[src/rtl/rv_ctrl_pkg.sv]
package rv_ctrl_pkg;

    localparam int OPC_W   = 5;
    localparam int F3_W    = 3;
    localparam int CLASS_W = 1 + F3_W + OPC_W;
    localparam int KEY_W   = CLASS_W + 2;
    localparam int ALU_W   = 4;
    localparam int CLASS_DEPTH = 1 << CLASS_W;

    localparam logic [OPC_W-1:0] OPC_LOAD   = 5'b00000;
    localparam logic [OPC_W-1:0] OPC_OPIMM  = 5'b00100;
    localparam logic [OPC_W-1:0] OPC_AUIPC  = 5'b00101;
    localparam logic [OPC_W-1:0] OPC_STORE  = 5'b01000;
    localparam logic [OPC_W-1:0] OPC_OPREG  = 5'b01100;
    localparam logic [OPC_W-1:0] OPC_LUI    = 5'b01101;
    localparam logic [OPC_W-1:0] OPC_BRANCH = 5'b11000;
    localparam logic [OPC_W-1:0] OPC_JALR   = 5'b11001;
    localparam logic [OPC_W-1:0] OPC_JAL    = 5'b11011;

    localparam logic [ALU_W-1:0] ALU_ADD    = 4'b0000;
    localparam logic [ALU_W-1:0] ALU_PASS_B = 4'b1111;

    typedef enum logic [2:0] {
        IMM_I = 3'd0,
        IMM_S = 3'd1,
        IMM_B = 3'd2,
        IMM_U = 3'd3,
        IMM_J = 3'd4
    } imm_kind_e;

    typedef enum logic [1:0] {
        WB_MEM  = 2'd0,
        WB_ALU  = 2'd1,
        WB_LINK = 2'd2
    } wb_src_e;

    typedef enum logic [2:0] {
        FLOW_SEQ  = 3'd0,
        FLOW_JUMP = 3'd1,
        FLOW_EQ   = 3'd2,
        FLOW_NE   = 3'd3,
        FLOW_LT   = 3'd4,
        FLOW_GE   = 3'd5
    } flow_e;

    // Field order of the 15-bit control word, most significant first.
    typedef struct packed {
        logic             pc_alu;
        imm_kind_e        imm;
        logic             cmp_uns;
        logic             a_pc;
        logic             b_imm;
        logic [ALU_W-1:0] alu;
        logic             mem_wr;
        logic             reg_we;
        wb_src_e          wb;
    } ctrl_t;

    localparam int CTRL_W = $bits(ctrl_t);

    typedef struct packed {
        ctrl_t ctrl;
        flow_e flow;
    } class_row_t;

    // Class decode: {bit30, funct3, opcode[6:2]} -> control row.
    // pc_alu is left 0 here; the flow resolver owns the next-PC choice.
    function automatic class_row_t decode_class(input logic [CLASS_W-1:0] cls);
        class_row_t       r;
        logic [OPC_W-1:0] op;
        logic [F3_W-1:0]  f3;
        logic             b30;
        op  = cls[OPC_W-1:0];
        f3  = cls[OPC_W +: F3_W];
        b30 = cls[CLASS_W-1];
        r   = '0;
        unique case (op)
            OPC_OPREG: begin
                if (!b30 || f3 == 3'b000 || f3 == 3'b101) begin
                    r.ctrl.alu    = {b30, f3};
                    r.ctrl.reg_we = 1'b1;
                    r.ctrl.wb     = WB_ALU;
                end
            end
            OPC_OPIMM: begin
                if (!(b30 && f3 == 3'b001)) begin
                    r.ctrl.imm    = IMM_I;
                    r.ctrl.b_imm  = 1'b1;
                    r.ctrl.alu    = (f3 == 3'b101) ? {b30, f3} : {1'b0, f3};
                    r.ctrl.reg_we = 1'b1;
                    r.ctrl.wb     = WB_ALU;
                end
            end
            OPC_LOAD: begin
                if (f3 != 3'b011 && f3[2:1] != 2'b11) begin
                    r.ctrl.imm    = IMM_I;
                    r.ctrl.b_imm  = 1'b1;
                    r.ctrl.alu    = ALU_ADD;
                    r.ctrl.reg_we = 1'b1;
                    r.ctrl.wb     = WB_MEM;
                end
            end
            OPC_STORE: begin
                if (f3 < 3'b011) begin
                    r.ctrl.imm    = IMM_S;
                    r.ctrl.b_imm  = 1'b1;
                    r.ctrl.alu    = ALU_ADD;
                    r.ctrl.mem_wr = 1'b1;
                end
            end
            OPC_BRANCH: begin
                if (f3[2:1] != 2'b01) begin
                    r.ctrl.imm     = IMM_B;
                    r.ctrl.a_pc    = 1'b1;
                    r.ctrl.b_imm   = 1'b1;
                    r.ctrl.alu     = ALU_ADD;
                    r.ctrl.cmp_uns = f3[1];
                    if (!f3[2]) r.flow = f3[0] ? FLOW_NE : FLOW_EQ;
                    else        r.flow = f3[0] ? FLOW_GE : FLOW_LT;
                end
            end
            OPC_JALR: begin
                if (f3 == 3'b000) begin
                    r.ctrl.imm    = IMM_I;
                    r.ctrl.b_imm  = 1'b1;
                    r.ctrl.alu    = ALU_ADD;
                    r.ctrl.reg_we = 1'b1;
                    r.ctrl.wb     = WB_LINK;
                    r.flow        = FLOW_JUMP;
                end
            end
            OPC_JAL: begin
                r.ctrl.imm    = IMM_J;
                r.ctrl.a_pc   = 1'b1;
                r.ctrl.b_imm  = 1'b1;
                r.ctrl.alu    = ALU_ADD;
                r.ctrl.reg_we = 1'b1;
                r.ctrl.wb     = WB_LINK;
                r.flow        = FLOW_JUMP;
            end
            OPC_AUIPC: begin
                r.ctrl.imm    = IMM_U;
                r.ctrl.a_pc   = 1'b1;
                r.ctrl.b_imm  = 1'b1;
                r.ctrl.alu    = ALU_ADD;
                r.ctrl.reg_we = 1'b1;
                r.ctrl.wb     = WB_ALU;
            end
            OPC_LUI: begin
                r.ctrl.imm    = IMM_U;
                r.ctrl.b_imm  = 1'b1;
                r.ctrl.alu    = ALU_PASS_B;
                r.ctrl.reg_we = 1'b1;
                r.ctrl.wb     = WB_ALU;
            end
            default: r = '0;
        endcase
        return r;
    endfunction

endpackage

[src/rtl/rv_ctrl_key.sv]
module rv_ctrl_key
    import rv_ctrl_pkg::*;
(
    input  logic [31:0]        instr_i,
    input  logic               cmp_eq_i,
    input  logic               cmp_lt_i,
    output logic [CLASS_W-1:0] class_o,
    output logic [KEY_W-1:0]   key_o
);
    logic unused_instr_bits;

    assign class_o = {instr_i[30], instr_i[14:12], instr_i[6:2]};
    assign key_o   = {class_o, cmp_eq_i, cmp_lt_i};
    assign unused_instr_bits = ^{instr_i[31], instr_i[29:15], instr_i[11:7], instr_i[1:0]};
endmodule

[src/rtl/rv_ctrl_class_table.sv]
module rv_ctrl_class_table
    import rv_ctrl_pkg::*;
#(
    parameter bit TABLE_BUILD = 1'b0
) (
    input  logic [CLASS_W-1:0] class_i,
    output class_row_t         row_o
);
    generate
        if (TABLE_BUILD) begin : g_table
            class_row_t rows [CLASS_DEPTH];
            for (genvar g = 0; g < CLASS_DEPTH; g++) begin : g_row
                assign rows[g] = decode_class(CLASS_W'(g));
            end
            assign row_o = rows[class_i];
        end else begin : g_logic
            assign row_o = decode_class(class_i);
        end
    endgenerate
endmodule

[src/rtl/rv_ctrl_flow.sv]
module rv_ctrl_flow
    import rv_ctrl_pkg::*;
(
    input  flow_e flow_i,
    input  logic  cmp_eq_i,
    input  logic  cmp_lt_i,
    output logic  take_o
);
    always_comb begin
        unique case (flow_i)
            FLOW_JUMP: take_o = 1'b1;
            FLOW_EQ:   take_o = cmp_eq_i;
            FLOW_NE:   take_o = ~cmp_eq_i;
            FLOW_LT:   take_o = cmp_lt_i;
            FLOW_GE:   take_o = ~cmp_lt_i;
            default:   take_o = 1'b0;
        endcase
    end
endmodule

[src/rtl/rv_ctrl_decoder.sv]
module rv_ctrl_decoder
    import rv_ctrl_pkg::*;
#(
    parameter bit TABLE_BUILD = 1'b0
) (
    input  logic [31:0] instr_i,
    input  logic        cmp_eq_i,
    input  logic        cmp_lt_i,
    output logic        pc_sel_o,
    output logic [2:0]  imm_sel_o,
    output logic        cmp_unsigned_o,
    output logic        a_sel_o,
    output logic        b_sel_o,
    output logic [3:0]  alu_op_o,
    output logic        mem_write_o,
    output logic        reg_we_o,
    output logic [1:0]  wb_sel_o
);
    logic [CLASS_W-1:0] cls;
    logic [KEY_W-1:0]   key;
    logic               eq_k;
    logic               lt_k;
    class_row_t         row;
    logic               take;
    ctrl_t              word;

    rv_ctrl_key u_key (
        .instr_i  (instr_i),
        .cmp_eq_i (cmp_eq_i),
        .cmp_lt_i (cmp_lt_i),
        .class_o  (cls),
        .key_o    (key)
    );

    assign eq_k = key[1];
    assign lt_k = key[0];

    rv_ctrl_class_table #(.TABLE_BUILD(TABLE_BUILD)) u_table (
        .class_i (cls),
        .row_o   (row)
    );

    rv_ctrl_flow u_flow (
        .flow_i   (row.flow),
        .cmp_eq_i (eq_k),
        .cmp_lt_i (lt_k),
        .take_o   (take)
    );

    always_comb begin
        word        = row.ctrl;
        word.pc_alu = take;
    end

    assign pc_sel_o       = word.pc_alu;
    assign imm_sel_o      = word.imm;
    assign cmp_unsigned_o = word.cmp_uns;
    assign a_sel_o        = word.a_pc;
    assign b_sel_o        = word.b_imm;
    assign alu_op_o       = word.alu;
    assign mem_write_o    = word.mem_wr;
    assign reg_we_o       = word.reg_we;
    assign wb_sel_o       = word.wb;
endmodule

[config.mk]
export PLATFORM = sky130hd
export DESIGN_NAME = rv_ctrl_decoder
export DESIGN_NICKNAME = d
export VERILOG_FILES = /design/src/rtl/rv_ctrl_pkg.sv /design/src/rtl/rv_ctrl_key.sv /design/src/rtl/rv_ctrl_class_table.sv /design/src/rtl/rv_ctrl_flow.sv /design/src/rtl/rv_ctrl_decoder.sv
export SDC_FILE = /design/constraint.sdc
export NUM_CORES = 1
export LEC_CHECK = 0
export ABC_AREA = 1
export CELL_PAD_IN_SITES_DETAIL_PLACEMENT = 0
export CELL_PAD_IN_SITES_GLOBAL_PLACEMENT = 2
export CORE_MARGIN = 2
export CORE_UTILIZATION = 27
export DETAILED_ROUTE_END_ITERATION = 6
export DONT_BUFFER_PORTS = 1
export PLACE_DENSITY = 0.95
export SETUP_SLACK_MARGIN = 0.3
export SLEW_MARGIN = 0
export SYNTH_ARGS = -nofsm -noshare
export SYNTH_HDL_FRONTEND = slang
export SYNTH_SLANG_ARGS = --single-unit
[constraint.sdc]
create_clock -name vclk -period 2.48
set_input_delay 0.496 -clock vclk [all_inputs]
set_output_delay 0.496 -clock vclk [all_outputs]
set_load 0.005 [all_outputs]
==> results.toml <==
[sta]
period_minus_slack_ns = 1.79
setup_violations = 0
slew-limit-headroom_pct = 78.8
tightest_slew_ns = 0.315
fin_tns_setup_ns = 0
hold_viol = 0
fmax_mhz = 558
slew_violations = 0
worst_slack_ns = 0.687
rsz0062_at_grt = "false"
worst_hold_slack_ns = 1.09
layout_worst_path_cycle_share_pct = 72.3

[route]
avgViaCountPerCell = 5.15
route.detailed.drc = 0
vias = 458
drt_first_iter_violations = 4
ant_nets = 0
wl_per_cell_um = 10.2
first_pass_iters = 4
wl_um = 912

[clock_tree]
cts_hold_buf = 0
post_cts_resized = 0
cts_setup_buffers = 0

[cells_and_area]
area_growth_pct = 5.28
antenna_cells = 0
instances_no_fill = 89
multi_input_area_sq_um = 295
nFillCells = 160
postLayoutCoreUtil_pct = 29.5
n_clock_buffer = 0
fin_area_sq_um = 374
drive_above_1_share_pct = 14.9
design.seq.count = 0
fin_nets = 110
final-seq-area_sq_um = 0

[logic_synthesis]
seq_area_frac_synth_pct = 0
synth.top_cell.area_share_pct = 19.7
synth_area_leaders = "nand3_1 (20%), nand2_1 (19%), inv_1 (12%)"
syn_area_sq_um = 355
yosysUniqueCellTypes = 19
synthesis.nets = 108
ys_top_cells_by_count = "nand2_1 (18), nand3_1 (14), inv_1 (11)"
synth_most_common_cell = "nand2_1"
synth_top_cell_by_area = "nand3_1"
syn_area_per_cell_sq_um = 4.80
synthCells = 74
yosysWarnings = 0

[critical_path]
cp.required_ns = 1.98
crit_top_cell = "nor2_1"
crit_slowest_cell = "nor2_1"
crit_start = "instr_i[2]"
path_cells = "clkinv_1 -> nand2_1 -> nor2_1 -> nand2_1 -> nor2_1 -> nor2_1 -> nand4_1"
arrival_ns = 1.30
path_class = "primary input to output port"
worst_setup_path_start_kind = "primary input"
end_kind = "output port"
max_stage_delay_ns = 0.18
path_max_fanout = 3

[global_routing]
grt_pass1_wl_um = 1410
antenna_found_initial = 0
grt_max_degree = 8
grt_pass1_vias = 378
track_usage_pct = 11.8
grt-ovfl-total = 0

[floorplan]
die_h_um = 40.3
rows = 13
die-area_sq_um = 1620
start_util_pct = 28.0
io_pins = 49
die_width_um = 40.3
core_area_sq_um = 1270

[pwr]
peakVddDrop_v = 0.0000271
power_leakage_nw = 0.231
power_mw = 0.0316
power_density_nw_per_um2 = 84.4

[placed_design]
gp_congestion = 0.677
hpwlAfterDp_um = 817
dp_cells = 89
io_buffers = 0
place_area_sq_um = 374
dp_slack_ns = 0.689

[hold_path]
min_from = "instr_i[5]"
hold_path_class = "primary input to output port"

[outcome]
outcome = "complete, no violations"

[run]
cap_viol_max_count = 0
worst paths after layout:
check | to | slack [ns] | cells after the start
max | b_sel_o | 0.69 | 7
min | a_sel_o | 1.09 | 1
layout make-up:
type	count	area share, %
multi-input combinational	58	78.9
inverter	16	16.1
tap	15	5.02
worst max-delay path, delay by kind of cell:
kind | cells | cell delay [ns]
and+or+nand+nor | 6 | 0.76
buffers and inverters | 1 | 0.04
metal layers:
metal / wire (um) / vias to the layer above / part of all wire, % / track usage [%]
li1: - / 243 / - / -
met2: 403 / 19 / 44 / 22.2
met5: 0 / - / 0 / 0
met1: 411 / 196 / 45 / 15.3
met3: 98 / 0 / 11 / 1.11
met4: 0 / 0 / 0 / 0
cell families (layout without fill, tap and decap cells):
family / after synthesis / in the layout / share of synthesized area, %
buffers and inverters: 16 / 16 / 16.9
and+or+nand+nor: 50 / 50 / 66.9
AOI/OAI and AO/OA: 8 / 8 / 16.2
where the power goes:
group	total, mW	internal, mW	switching, mW
Clock	0	0	0
Sequential	0	0	0
Combinational	0.0316	0.0107	0.0209
cells in the final DEF, fill, tap and decap left out:
cell type  synthesis  final
nor4_1             1      1
nand2_1           18     18
nor2_2             2      2
o21ai_0            3      3
inv_1             11     11
nor3_1             1      1
nand3b_1           1      1
nand4_1            3      3
inv_2              4      4
o21ai_1            1      1
clkinv_1           1      1
a21oi_1            1      1
a21oi_2            1      1
nand2_4            1      1
nand2_2            2      2
nor2_1             7      7
o211ai_1           1      1
o21ai_4            1      1
nand3_1           14     14
(Power assumes the default switching activity.)
